==> config.mk <==
export PLATFORM = sky130hd
export DESIGN_NAME = ckbd_bist
export DESIGN_NICKNAME = d
export VERILOG_FILES = /design/src/rtl/ckbd_bist_pkg.sv /design/src/rtl/ckbd_bist_ctrl.sv /design/src/rtl/ckbd_bist_dp.sv /design/src/rtl/ckbd_bist.sv
export SDC_FILE = /design/constraint.sdc
export NUM_CORES = 1
export LEC_CHECK = 0
export ABC_CLOCK_PERIOD_IN_PS = 3000
export BUFFER_PORTS_ARGS = -buffer_cell sky130_fd_sc_hd__buf_4
export CORE_MARGIN = 1.5
export CORE_UTILIZATION = 47
export CTS_CLUSTER_SIZE = 12
export DETAILED_ROUTE_END_ITERATION = 16
export PLACE_DENSITY = 0.89
export SETUP_SLACK_MARGIN = 0.05
export SYNTH_ARGS = -nofsm -noshare
export SYNTH_HDL_FRONTEND = slang
export SYNTH_HIERARCHICAL = 1
export SYNTH_SLANG_ARGS = --single-unit
export TNS_END_PERCENT = 1
==> constraint.sdc <==
create_clock -name clk -period 3 [get_ports clk]
set_input_delay 0.75 -clock clk [delete_from_list [all_inputs] [get_ports clk]]
set_output_delay 0.75 -clock clk [all_outputs]
set_load 0.02 [all_outputs]
==> src/rtl/ckbd_bist_pkg.sv <==
package ckbd_bist_pkg;

  typedef enum logic [2:0] {
    ST_IDLE,
    ST_FILL,
    ST_RD_A,
    ST_CHK_A,
    ST_WR_B,
    ST_RD_B,
    ST_CHK_B
  } bistState_e;

  // Strobes from the control FSM to the datapath
  typedef struct packed {
    logic clrRun;   // new run: clear address, code and captures
    logic incAddr;  // fill phase address step
    logic decAddr;  // verify phase address step
    logic memRd;    // issue read
    logic memWr;    // issue write
    logic wrComp;   // write data is the complement word
    logic expComp;  // comparison expects the complement word
    logic capFail;  // latch failure information
    logic incBlk;   // one more block passed
    logic finish;   // raise done next cycle
  } bistStrobe_t;

endpackage

==> src/rtl/ckbd_bist_ctrl.sv <==
module ckbd_bist_ctrl
  import ckbd_bist_pkg::*;
(
  input  logic        clk,
  input  logic        rstN,
  input  logic        start,
  input  logic        addrIsLast,
  input  logic        addrIsBase,
  input  logic        addrIsZero,
  input  logic        dataBad,
  output bistStrobe_t stb,
  output logic        busy
);

  bistState_e state, stateNxt;

  always_ff @(posedge clk or negedge rstN) begin
    if (!rstN) state <= ST_IDLE;
    else       state <= stateNxt;
  end

  always_comb begin
    stateNxt = state;
    stb      = '0;
    unique case (state)
      ST_IDLE: begin
        if (start) begin
          stb.clrRun = 1'b1;
          stateNxt   = ST_FILL;
        end
      end
      ST_FILL: begin
        stb.memWr = 1'b1;
        if (addrIsLast) stateNxt = ST_RD_A;   // verify starts where fill ended
        else            stb.incAddr = 1'b1;
      end
      ST_RD_A: begin
        stb.memRd = 1'b1;
        stateNxt  = ST_CHK_A;
      end
      ST_CHK_A: begin
        if (dataBad) begin
          stb.capFail = 1'b1;
          stb.finish  = 1'b1;
          stateNxt    = ST_IDLE;
        end else begin
          stateNxt = ST_WR_B;
        end
      end
      ST_WR_B: begin
        stb.memWr  = 1'b1;
        stb.wrComp = 1'b1;
        stateNxt   = ST_RD_B;
      end
      ST_RD_B: begin
        stb.memRd = 1'b1;
        stateNxt  = ST_CHK_B;
      end
      ST_CHK_B: begin
        stb.expComp = 1'b1;
        if (dataBad) begin
          stb.capFail = 1'b1;
          stb.finish  = 1'b1;
          stateNxt    = ST_IDLE;
        end else begin
          stb.incBlk = addrIsBase;
          if (addrIsZero) begin
            stb.finish = 1'b1;
            stateNxt   = ST_IDLE;
          end else begin
            stb.decAddr = 1'b1;
            stateNxt    = ST_RD_A;
          end
        end
      end
      default: stateNxt = ST_IDLE;
    endcase
  end

  assign busy = (state != ST_IDLE);

endmodule

==> src/rtl/ckbd_bist_dp.sv <==
module ckbd_bist_dp
  import ckbd_bist_pkg::*;
#(
  parameter int DATA_W    = 16,
  parameter int BLK_WORDS = 4096,
  parameter int NUM_BLKS  = 4,
  localparam int TOTAL    = BLK_WORDS * NUM_BLKS,
  localparam int ADDR_W   = (TOTAL > 1) ? $clog2(TOTAL) : 1,
  localparam int OFF_W    = (BLK_WORDS > 1) ? $clog2(BLK_WORDS) : 1,
  localparam int CODE_W   = $clog2(NUM_BLKS + 1)
)(
  input  logic              clk,
  input  logic              rstN,
  input  bistStrobe_t       stb,
  input  logic [DATA_W-1:0] memRdata,
  output logic [ADDR_W-1:0] memAddr,
  output logic [DATA_W-1:0] memWdata,
  output logic              addrIsLast,
  output logic              addrIsBase,
  output logic              addrIsZero,
  output logic              dataBad,
  output logic [CODE_W-1:0] blkCode,
  output logic              fail,
  output logic [ADDR_W-1:0] failAddr,
  output logic [DATA_W-1:0] failData,
  output logic [DATA_W-1:0] failExp,
  output logic              done
);

  localparam logic [ADDR_W-1:0] LAST_ADDR = ADDR_W'(TOTAL - 1);

  logic [DATA_W-1:0] patFill, patComp, expWord;
  logic [ADDR_W-1:0] addr;

  // Alternating word: odd bit positions set
  for (genvar i = 0; i < DATA_W; i++) begin : g_pat
    assign patFill[i] = ((i % 2) == 1);
  end
  assign patComp = ~patFill;

  assign expWord    = stb.expComp ? patComp : patFill;
  assign dataBad    = (memRdata != expWord);
  assign addrIsLast = (addr == LAST_ADDR);
  assign addrIsBase = (addr[OFF_W-1:0] == '0);
  assign addrIsZero = (addr == '0);
  assign memAddr    = addr;
  assign memWdata   = stb.wrComp ? patComp : patFill;

  always_ff @(posedge clk or negedge rstN) begin
    if (!rstN) begin
      addr <= '0;
    end else if (stb.clrRun) begin
      addr <= '0;
    end else if (stb.incAddr) begin
      addr <= addr + ADDR_W'(1);
    end else if (stb.decAddr) begin
      addr <= addr - ADDR_W'(1);
    end
  end

  always_ff @(posedge clk or negedge rstN) begin
    if (!rstN) begin
      blkCode <= '0;
    end else if (stb.clrRun) begin
      blkCode <= '0;
    end else if (stb.incBlk) begin
      blkCode <= blkCode + CODE_W'(1);
    end
  end

  always_ff @(posedge clk or negedge rstN) begin
    if (!rstN) begin
      fail     <= 1'b0;
      failAddr <= '0;
      failData <= '0;
      failExp  <= '0;
    end else if (stb.clrRun) begin
      fail     <= 1'b0;
      failAddr <= '0;
      failData <= '0;
      failExp  <= '0;
    end else if (stb.capFail) begin
      fail     <= 1'b1;
      failAddr <= addr;
      failData <= memRdata;
      failExp  <= expWord;
    end
  end

  always_ff @(posedge clk or negedge rstN) begin
    if (!rstN) done <= 1'b0;
    else       done <= stb.finish;
  end

endmodule

==> src/rtl/ckbd_bist.sv <==
module ckbd_bist
  import ckbd_bist_pkg::*;
#(
  parameter int DATA_W    = 16,
  parameter int BLK_WORDS = 4096,
  parameter int NUM_BLKS  = 4,
  localparam int TOTAL    = BLK_WORDS * NUM_BLKS,
  localparam int ADDR_W   = (TOTAL > 1) ? $clog2(TOTAL) : 1,
  localparam int CODE_W   = $clog2(NUM_BLKS + 1)
)(
  input  logic              clk,
  input  logic              rstN,
  input  logic              start,
  output logic              memEn,
  output logic              memWe,
  output logic [ADDR_W-1:0] memAddr,
  output logic [DATA_W-1:0] memWdata,
  input  logic [DATA_W-1:0] memRdata,
  output logic              busy,
  output logic              done,
  output logic              fail,
  output logic [CODE_W-1:0] blkCode,
  output logic [ADDR_W-1:0] failAddr,
  output logic [DATA_W-1:0] failData,
  output logic [DATA_W-1:0] failExp
);

  bistStrobe_t stb;
  logic addrIsLast, addrIsBase, addrIsZero, dataBad;

  ckbd_bist_ctrl u_ctrl (
    .clk        (clk),
    .rstN       (rstN),
    .start      (start),
    .addrIsLast (addrIsLast),
    .addrIsBase (addrIsBase),
    .addrIsZero (addrIsZero),
    .dataBad    (dataBad),
    .stb        (stb),
    .busy       (busy)
  );

  ckbd_bist_dp #(
    .DATA_W    (DATA_W),
    .BLK_WORDS (BLK_WORDS),
    .NUM_BLKS  (NUM_BLKS)
  ) u_dp (
    .clk        (clk),
    .rstN       (rstN),
    .stb        (stb),
    .memRdata   (memRdata),
    .memAddr    (memAddr),
    .memWdata   (memWdata),
    .addrIsLast (addrIsLast),
    .addrIsBase (addrIsBase),
    .addrIsZero (addrIsZero),
    .dataBad    (dataBad),
    .blkCode    (blkCode),
    .fail       (fail),
    .failAddr   (failAddr),
    .failData   (failData),
    .failExp    (failExp),
    .done       (done)
  );

  assign memEn = stb.memRd | stb.memWr;
  assign memWe = stb.memWr;

endmodule

## After elaboration in Yosys (flattened, before gate mapping)

Cells that the tools add are included.
Widths: inputs -> output; s select.

| word-level totals | value |
|---|---|
| register bits after elaboration | 68 |
| input port bits | 19 |
| output and inout port bits | 84 |

| cells by class | value |
|---|---|
| add/sub/neg operators | 3 |
| equal/unequal tests | 10 |
| mux-type cells | 39 |
| bitwise operators | 1 |
| reductions and logical operators | 11 |

Operators by type and width:

| kind | count |
|---|---|
| $mux 16 | 6 |
| $mux 14 | 5 |
| $pmux 3 s7 | 1 |
| $mux 1 | 19 |
| $ne 16x16->1 | 1 |
| $mux 3 | 5 |
| $add 14x1->14 const B | 1 |
| $eq 14x14->1 const B | 1 |
| $logic_not 14->1 | 1 |
| $sub 14x1->14 const B | 1 |
| $logic_not 12->1 | 1 |
| $eq 3x3->1 const B | 3 |
| $eq 3x2->1 const B | 2 |
| $reduce_bool 3->1 | 2 |
| $reduce_or 2->1 | 3 |
| $mux 2 | 2 |
| $ne 2x2->1 const B | 2 |
| $reduce_bool 2->1 | 2 |
| $add 3x1->3 const B | 1 |
| $eq 3x1->1 const B | 1 |
| $logic_not 3->1 | 1 |
| $pmux 1 s2 | 1 |
| $reduce_and 2->1 | 1 |
| $or 1x1->1 | 1 |

## Longest topological paths before layout

Gate-level depths: netlist (run 1).

| depth | value |
|---|---|
| depth after elaboration | 9 |
| depth in mapped cells | 13 |
| depth with buffers taken out | 12 |

## Cells and area by module

The synthesis (run 1) kept the hierarchy.

By module, submodules not included:

| module | times used | cells an instance | area an instance (µm²) | seq. area each (µm²) |
|---|---|---|---|---|
| ckbd_bist_dp | 1 | 309 | 3029.2 | 1276.2 |
| ckbd_bist_ctrl | 1 | 33 | 262.8 | 75.1 |
| ckbd_bist | 1 | 1 | 6.3 | 0.0 |

## Worst setup path after synthesis (run 1)

OpenSTA, ideal clock, no wires.

| timing path | value |
|---|---|
| path type | register to register |
| start | reg u_dp.addr[8] (netlist: u_dp/memAddr[8]) |
| end | reg u_dp.addr[11] (netlist: u_dp/memAddr[11]) |
| setup time | 122 ps |
| arrival | 2915 ps |
| required time | 2878 ps |
| setup slack | -37 ps |
| cell stages (with the launch flop) | 11 |
| clock period less this slack | 3037 ps |
| path through | dfrtp_1 -> nand4_1 -> nor4_1 -> nor3_2 -> inv_1 -> ha_1 -> o21ai_0 -> o21ai_2 -> and3_4 -> or3_1 -> a32o_1 |

RTL lines:

| item | RTL line | RTL |
|---|---|---|
| from (decl) | ckbd_bist_dp.sv:33 | `logic [ADDR_W-1:0] addr;` |
| from (signal assigned) | ckbd_bist_dp.sv:55 | `addr <= addr + ADDR_W'(1);` |
| from (signal assigned) | ckbd_bist_dp.sv:57 | `addr <= addr - ADDR_W'(1);` |

==> summary.txt, run 1 <==
Status
  – Status: finished clean

Job
  – MaxCap Viol Count: 0

STA
  – Worst-margin pin slew: 666 ps
  – Final Hold Fails: 0
  – Fmax: 359 MHz
  – Setup violators final: 0
  – Final min period: 2780 ps
  – Slew headroom: 0.556
  – Setup_tns: 0 ps
  – Tcrit/Tclk final: 0.928
  – Fin Clk Skew: 8.29 ps
  – WHS: 449 ps
  – Slew Limit Fails: 0
  – RSZ-0062 raised after global routing: no

Routing
  – Drt drc: 0
  – Iter 0 DRT Violations: 165
  – Total number of vias: 2999
  – Avg WL per Cell: 15.6 µm
  – Post-route ant nets: 0
  – DR pass1 iterations: 4
  – Vias per inst: 5.44
  – Routed wire length: 8.59 mm

Logic synthesis
  – Sequential share of the synthesized area: 0.410
  – Top-count cell post-synth: dfrtp_1
  – Mapped cell area: 3300 µm²
  – Post-Syn Instances: 343
  – Synth unique cells: 56
  – Post-Syn Area per Cell: 9.62 µm²
  – Ys flop type: dfrtp_1
  – Yosys warnings: 6
  – Post-synth top cells: 54 x dfrtp_1, 51 x nor2_1, 33 x mux2i_1
  – Synth top area cells: dfrtp_1 41%, mux2i_1 10%, buf_4 7.1%, nor2_1 5.8%, ha_1 4.9%
  – Register bit total from synthesis: 54
  – Cell taking the most area after synthesis: dfrtp_1
  – Top-area cell type share of the netlist area: 0.410
  – Asr flop ratio synth: 1.00
  – Syn_nets: 376
  – Post-synth EDFFs: 0

Global route
  – Number of global-route vias before repair: 2887
  – Largest net degree at the start of global routing: 55
  – First-pass GRT wire length: 13.6 mm
  – Grt total ovfl: 0
  – Total track usage: 0.229
  – Initial antenna violation count: 0

Floorplan
  – IO Count: 103
  – Initial core utilization: 0.485
  – Die area: 7530 µm²
  – Die W: 86.8 µm
  – Core box area: 6790 µm²
  – Site Rows: 30
  – Die H: 86.8 µm

Worst setup path
  – Cell family with most CP delay: simple AND/OR/NAND/NOR gates
  – Crit path DAT: 2990 ps
  – Startpoint Class: flop
  – CP max FO: 13
  – WP buf/inv: 2
  – Worst path required time: 3210 ps
  – Kind of end point of the critical path: flop
  – Max incr delay on CP: 370 ps
  – Slowest cell on crit path: dfrtp_1
  – Critical path class: reg -> reg
  – Cell chain of the critical path: nand4_1 > nor4_1 > buf_4 > nor3_2 > inv_4 > ha_1 > a211oi_2 > o21ai_2 > and3_4 > or3_1 > a32o_1

Placement
  – Placed instance count: 543
  – Routability Congestion: 0.906
  – I/O Buffers: 102
  – Final HPWL from detailed placement: 6.51 mm

Pwr
  – VDD IR-drop max: 470 µV
  – Leakage: 2.19 nW
  – Power Dens Cells: 651 nW/µm²

CTS
  – TritonCTS buffer count: 5
  – Worst skew pair latency: 320 ps
  – Bufs on Longest Clock Path: 2
  – H-Tree Depth: 2
  – Clock sink count: 54
  – Hold Buf Count CTS: 0
  – CTS tree: yes
  – Root Driver: clkbuf_8
  – CTS clk-pin slew, worst paths: 110 ps

Finish
  – Layout area overhead: 31.7%
  – Finished Layout Cells: 551
  – Ant diodes: 0
  – Layout cells sized above 1: 0.367
  – Total Nets Final: 487

Worst hold path
  – Hold crit path type: in -> async
## routing by layer
metal  track usage  part of all wire
met2         0.398              0.49
met1         0.289              0.44
met3        0.0400             0.058
met5             0                 0
met4        0.0718             0.015
## path summary, 6_finish.rpt
path	startpoint	endpoint	slack [ps]	cells after the start
setup / recovery	u_dp/memAddr[9]$_DFFE_PN0P_	u_dp/memAddr[11]$_DFFE_PN0P_	220	11
hold reg to reg	u_dp/failAddr[5]$_DFFE_PN0P_	u_dp/failAddr[5]$_DFFE_PN0P_	530	2
setup reg to reg	u_dp/memAddr[9]$_DFFE_PN0P_	u_dp/memAddr[11]$_DFFE_PN0P_	220	11
hold / removal	rstN	u_dp/failData[11]$_DFFE_PN0P_	450	1
min in group clk	u_dp/failAddr[5]$_DFFE_PN0P_	u_dp/failAddr[5]$_DFFE_PN0P_	530	2
max in group asynchronous	rstN	u_dp/done$_DFF_PN0_	2100	1
## cell type report
cell class	instances	area, µm²
Multi-Input combinational cell	237	1640
Tap cell	96	120
Fill cell	551	2450
Inverter	11	43.8
Clock buffer	5	68.8
Sequential cell	54	1350
Timing Repair Buffer	145	1090
Clock inverter	3	28.8
## worst register-to-register path: cells and delay by family, from the launching register on
kind,cells,cell delay [ps]
AND/OR/NAND/NOR,5,1030
flip-flops,1,370
adder cells (fa/ha/maj),1,290
AO/OA/AOI/OAI,3,650
buffers and inverters,2,330
## repair_timing
item / 4_1_cts / 5_1_grt
setup buffers: 0 / 0
endpoints found under the hold margin: 0 / 0
gates resized for setup: 0 / 4
endpoints found under the setup margin: 0 / 6
## placed cells by master, fill, tap and decap left out, types with 2 or more instances in the layout
cell type  instances
xnor2_1            3
a21oi_1           12
nand3b_1           2
o22ai_1            3
o21a_1             3
and3_2             2
o211ai_1           2
nand3_1            5
nor2b_1            2
ha_1              13
nor4bb_1           2
nor2_1            51
dfrtp_1           54
xor2_1             6
mux2i_1           33
inv_1             10
nor3_2             2
o21ai_0           10
nand4_1            5
a21o_1             3
a21oi_2            2
o31ai_1            3
clkbuf_8           5
nor3_1             5
and3_1             3
nor4_1             7
buf_4            145
a211o_1            3
a31oi_1            2
nand2_1           18
or3_1              2
a22o_1             3
or4bb_1            2
nor3b_1            5
## report_power, final
group          internal [mW]  switching, mW
combinational          0.655          0.833
sequential             0.839         0.0665
clock                  0.175          0.260
total                   1.67           1.16
## per-stage QoR
step	area, µm²	util	setup WS [ps]	total power, mW
floorplan	3300	-	77.9	1.72
global placement	4240	0.623	-43.7	2.34
detailed placement	4240	0.623	-90.0	2.38
CTS	4330	0.638	136	2.82
global route	4340	0.639	60.5	3.00
finish	4340	0.639	217	2.83
## cell families after synthesis
family | Yosys count | share of synthesized area
AND/OR/NAND/NOR | 121 | 0.190
flip-flops | 54 | 0.410
XOR/XNOR | 9 | 0.0239
adder cells (fa/ha/maj) | 14 | 0.0554
multiplexers | 33 | 0.100
AO/OA/AOI/OAI | 60 | 0.125
buffers and inverters | 52 | 0.0956
## state kept, by name (all words and copies together) (netlist names)
name           flops
u_ctrl/state       3
u_dp/blkCode       3
u_dp/done          1
u_dp/fail          1
u_dp/failAddr     14
u_dp/failData     16
u_dp/failExp       2
u_dp/memAddr      14
Note: power is estimated with default switching activity, not from simulation.
==> run 2, diff against run 1 <==
--- a/config.mk
+++ b/config.mk
@@ -5,16 +5,15 @@
 export SDC_FILE = /design/constraint.sdc
 export NUM_CORES = 1
 export LEC_CHECK = 0
-export ABC_CLOCK_PERIOD_IN_PS = 3000
+export ABC_CLOCK_PERIOD_IN_PS = 2300
 export BUFFER_PORTS_ARGS = -buffer_cell sky130_fd_sc_hd__buf_4
 export CORE_MARGIN = 1.5
-export CORE_UTILIZATION = 47
+export CORE_UTILIZATION = 46
 export CTS_CLUSTER_SIZE = 12
 export DETAILED_ROUTE_END_ITERATION = 16
-export PLACE_DENSITY = 0.89
+export PLACE_DENSITY = 0.88
 export SETUP_SLACK_MARGIN = 0.05
 export SYNTH_ARGS = -nofsm -noshare
 export SYNTH_HDL_FRONTEND = slang
-export SYNTH_HIERARCHICAL = 1
 export SYNTH_SLANG_ARGS = --single-unit
 export TNS_END_PERCENT = 1
==> constraint.sdc (replaced) <==
create_clock -name clk -period 2.3 [get_ports clk]
set_input_delay 0.575 -clock clk [delete_from_list [all_inputs] [get_ports clk]]
set_output_delay 0.575 -clock clk [all_outputs]
set_load 0.02 [all_outputs]
==> run 2 against run 1 <==
Effect of this change: the flow now finishes with violations (negative setup slack); flip-flop and latch count did not move; via count rose by 1.3%; power fell by 44%; highest routed layer unchanged; largest power group is now registers; critical endpoint is now u_dp.memAddr[11]$_DFFE_PN0P_.
==> summary.txt, run 2 <==
Logic synthesis
  – Dominant combinational cell family by area after synthesis: simple AND/OR/NAND/NOR gates (unchanged)
  – Mapped cell area: 3260 µm² (was 3300 µm²)
  – Sequential share of the synthesized area: 0.415 (was 0.410)
  – Top-area cell type share of the netlist area: 0.415 (was 0.410)
  – Synth top area cells: dfrtp_1 41%, nand2_1 8.9%, buf_4 6.9%, ha_1 5.8%, o21ai_0 4.3% (was dfrtp_1 41%, mux2i_1 10%, buf_4 7.1%, nor2_1 5.8%, ha_1 4.9%)
  – Adder-cell share of the synthesized area: 0.0637 (was 0.0554)
  – Asr flop ratio synth: 1.00 (unchanged)
  – Simple-Gate Fraction of Synth Area: 0.215 (was 0.190)
  – Top-count cell post-synth: nand2_1 (was dfrtp_1)
  – Synth Area in XOR/XNOR: 0.0349 (was 0.0239)
  – Mux contribution to synthesized area: 0.0146 (was 0.100)
  – Compound-Gate Fraction of Synth Area: 0.152 (was 0.125)
  – Yosys warnings: 0 (was 6)
  – Ys flop type: dfrtp_1 (unchanged)
  – Cell taking the most area after synthesis: dfrtp_1 (unchanged)
  – Post-synth top cells: 77 x nand2_1, 54 x dfrtp_1, 30 x buf_4 (was 54 x dfrtp_1, 51 x nor2_1, 33 x mux2i_1)
  – Syn_nets: 396 (was 376)
  – Register bit total from synthesis: 54 (unchanged)
  – Post-Syn Area per Cell: 9.03 µm² (was 9.62 µm²)
  – Synth unique cells: 52 (was 56)
  – Post-synth EDFFs: 0 (unchanged)
  – Post-Syn Instances: 361 (was 343)

STA
  – RSZ-0062 raised after global routing: yes (was no)
  – Fmax: 375 MHz (was 359 MHz)
  – Final Hold Fails: 0 (unchanged)
  – Fin Clk Skew: 9.16 ps (was 8.29 ps)
  – WHS: 282 ps (was 449 ps)
  – Final min period: 2670 ps (was 2780 ps)
  – Worst-margin pin slew: 666 ps (about the same)
  – Slew headroom: 0.556 (about the same)
  – Tcrit/Tclk final: 1.16 (was 0.928)
  – Setup_tns: -2270 ps (was 0 ps)
  – Slew Limit Fails: 0 (unchanged)
  – Setup violators final: 9 (was 0)
  – Fin worst setup slack: -367 ps (was 217 ps)

Floorplan
  – Die area: 7600 µm² (was 7530 µm²)
  – Die W: 87.2 µm (was 86.8 µm)
  – Core box area: 6830 µm² (was 6790 µm²)
  – Initial core utilization: 0.477 (was 0.485)
  – Die H: 87.2 µm (was 86.8 µm)
  – IO Count: 103 (unchanged)
  – Site Rows: 30 (unchanged)

CTS
  – Clock sink count: 54 (unchanged)
  – Root Driver: clkbuf_8 (unchanged)
  – Worst skew pair latency: 310 ps (was 320 ps)
  – CTS tree: yes (unchanged)
  – Hold Buf Count CTS: 0 (unchanged)
  – TritonCTS buffer count: 5 (unchanged)
  – CTS clk-pin slew, worst paths: 100 ps (was 110 ps)
  – H-Tree Depth: 2 (unchanged)
  – Bufs on Longest Clock Path: 2 (unchanged)

Finish
  – Total Nets Final: 502 (was 487)
  – Post-layout util: 0.642 (was 0.639)
  – Ant diodes: 0 (unchanged)
  – Most frequent cells in the layout: 144 x buf_4, 77 x nand2_1, 44 x dfrtp_1 (was 145 x buf_4, 54 x dfrtp_1, 51 x nor2_1)
  – Finished Layout Cells: 564 (was 551)
  – Layout area overhead: 34.5% (was 31.7%)
  – Biggest register: u_dp.failData (was u_dp/failData)
  – Max reg flops: 16 (unchanged)
  – Commonest non-fill, non-tap cell in the layout: buf_4 (unchanged)
  – Fill cell count: 549 (was 551)
  – Layout cells sized above 1: 0.404 (was 0.367)
  – Design area: 4380 µm² (was 4340 µm²)

Global route
  – Grt total ovfl: 0 (unchanged)
  – Number of global-route vias before repair: 2955 (was 2887)
  – Initial antenna violation count: 0 (unchanged)
  – First-pass GRT wire length: 13.8 mm (was 13.6 mm)
  – Total track usage: 0.234 (was 0.229)
  – Largest net degree at the start of global routing: 55 (unchanged)

Routing
  – DR pass1 iterations: 4 (unchanged)
  – Routed wire length: 8.74 mm (was 8.59 mm)
  – Vias per inst: 5.39 (was 5.44)
  – Drt drc: 0 (unchanged)
  – Avg WL per Cell: 15.5 µm (was 15.6 µm)
  – Post-route ant nets: 0 (unchanged)
  – Iter 0 DRT Violations: 154 (was 165)
  – Total number of vias: 3039 (was 2999)

Pwr
  – Power Dens Cells: 358 nW/µm² (was 651 nW/µm²)
  – VDD IR-drop max: 203 µV (was 470 µV)
  – Leakage: 2.09 nW (was 2.19 nW)

Worst setup path
  – Max incr delay on CP: 430 ps (was 370 ps)
  – Worst r2r dst: u_dp.memAddr[11]$_DFFE_PN0P_ (was u_dp/memAddr[11]$_DFFE_PN0P_)
  – R2R setup slack: -370 ps (was 220 ps)
  – Worst path required time: 2500 ps (was 3210 ps)
  – Cell chain of the critical path: nand4_1 > nor4_1 > or3_1 > buf_12 > buf_4 > ha_1 > buf_4 > nand3_1 > a211oi_2 > o21a_1 > nor3_1 > mux2_4 (was nand4_1 > nor4_1 > buf_4 > nor3_2 > inv_4 > ha_1 > a211oi_2 > o21ai_2 > and3_4 > or3_1 > a32o_1)
  – CP most frequent cell: buf_4
  – Crit path DAT: 2860 ps (was 2990 ps)
  – Slowest cell on crit path: dfrtp_2 (was dfrtp_1)
  – CP max FO: 13 (unchanged)
  – Kind of end point of the critical path: flop (unchanged)
  – Critical path class: reg -> reg (unchanged)
  – R2R depth: 12 (was 11)
  – R2r startpoint: u_dp.memAddr[5]$_DFFE_PN0P_ (was u_dp/memAddr[9]$_DFFE_PN0P_)
  – Startpoint Class: flop (unchanged)

Placement
  – Final HPWL from detailed placement: 6.39 mm (was 6.51 mm)
  – Routability Congestion: 0.968 (was 0.906)
  – I/O Buffers: 102 (unchanged)
  – Placed instance count: 555 (was 543)
  – Post-place instance area: 4250 µm² (was 4240 µm²)

Status
  – Failing checks: negative setup slack
  – Status: complete, but fails checks (was finished clean)

Worst hold path
  – Hold crit path type: in -> async (unchanged)

Job
  – MaxCap Viol Count: 0 (unchanged)
[run 2: cell types whose count changed in the layout (fill, tap and decap cells not counted), moves of 10 or more]
| cell | change |
|---|---|
| dfrtp_1 | -10 |
| dfrtp_2 | +10 |
| mux2i_1 | -32 |
| nand2_1 | +59 |
| nor2_1 | -37 |
| o21ai_0 | +16 |
[run 2: repair_timing]
item                       in CTS  in global routing
gates resized for setup         5                  7
pin swaps                       4                  1
setup endpoints to repair      17                 22
setup buffers                   1                  0
[run 2: power by group]
part	internal [mW]	total (mW)	switching [mW]	leakage, nW
sequential	0.948	0.948	0	0.696
combinational	0.0256	0.0566	0.0310	1.34
clock	0.250	0.566	0.316	0.0489
total	1.22	1.57	0.347	2.09
[run 2: cell type report]
class | instances | area, µm² | area share
Tap cell | 96 | 120 | 0.0274
Multi-Input combinational cell | 253 | 1670 | 0.382
Inverter | 8 | 30.0 | 0.00685
Clock buffer | 7 | 86.3 | 0.0197
Sequential cell | 54 | 1360 | 0.311
Clock inverter | 1 | 8.76 | 0.00200
Timing Repair Buffer | 145 | 1100 | 0.251
[run 2: metrics by stage]
stage | setup slack (ps) | power [mW]
6_report | -367 | 1.57
5_1_grt | -478 | 1.62
4_1_cts | -330 | 1.58
3_5_place_dp | -371 | 1.03
3_3_place_gp | -270 | 1.02
2_1_floorplan | -331 | 0.975
[run 2: critical path, delay by kind of cell (launching register included)]
kind / cells / cell delay (ps)
flops: 1 / 430
compound gates: 2 / 450
mux: 1 / 270
fa+ha+maj: 1 / 310
buf+inv: 3 / 450
simple gates: 5 / 650
[run 2: kinds of logic after synthesis]
kind of cell               after synthesis
AOI/OAI and AO/OA                       80
xor gates and xnor gates                13
adders and majority gates               16
buffers and inverters                   54
DFF                                     54
muxes                                    4
and+or+nand+nor                        140
[run 2: worst max-delay path by stage]
stage,from,end,slack (ps),cells past startpoint
5_1_grt,u_dp.memAddr[11]$_DFFE_PN0P_,u_dp.memAddr[13]$_DFFE_PN0P_,-480,11
3_3_place_gp,u_dp.memAddr[13]$_DFFE_PN0P_,u_dp.memAddr[13]$_DFFE_PN0P_,-270,11
4_1_cts,u_dp.memAddr[6]$_DFFE_PN0P_,u_dp.memAddr[11]$_DFFE_PN0P_,-330,11
6_report,u_dp.memAddr[5]$_DFFE_PN0P_,u_dp.memAddr[11]$_DFFE_PN0P_,-370,12
2_1_floorplan,u_dp.memAddr[1]$_DFFE_PN0P_,u_dp.memAddr[13]$_DFFE_PN0P_,-330,11
3_5_place_dp,u_dp.memAddr[13]$_DFFE_PN0P_,u_dp.memAddr[13]$_DFFE_PN0P_,-370,11
[run 2: per-layer routing]
metal | GRT usage | part of all wire
met1 | 0.290 | 0.42
met2 | 0.390 | 0.50
met3 | 0.0445 | 0.060
met4 | 0.114 | 0.028
met5 | 0 | 0
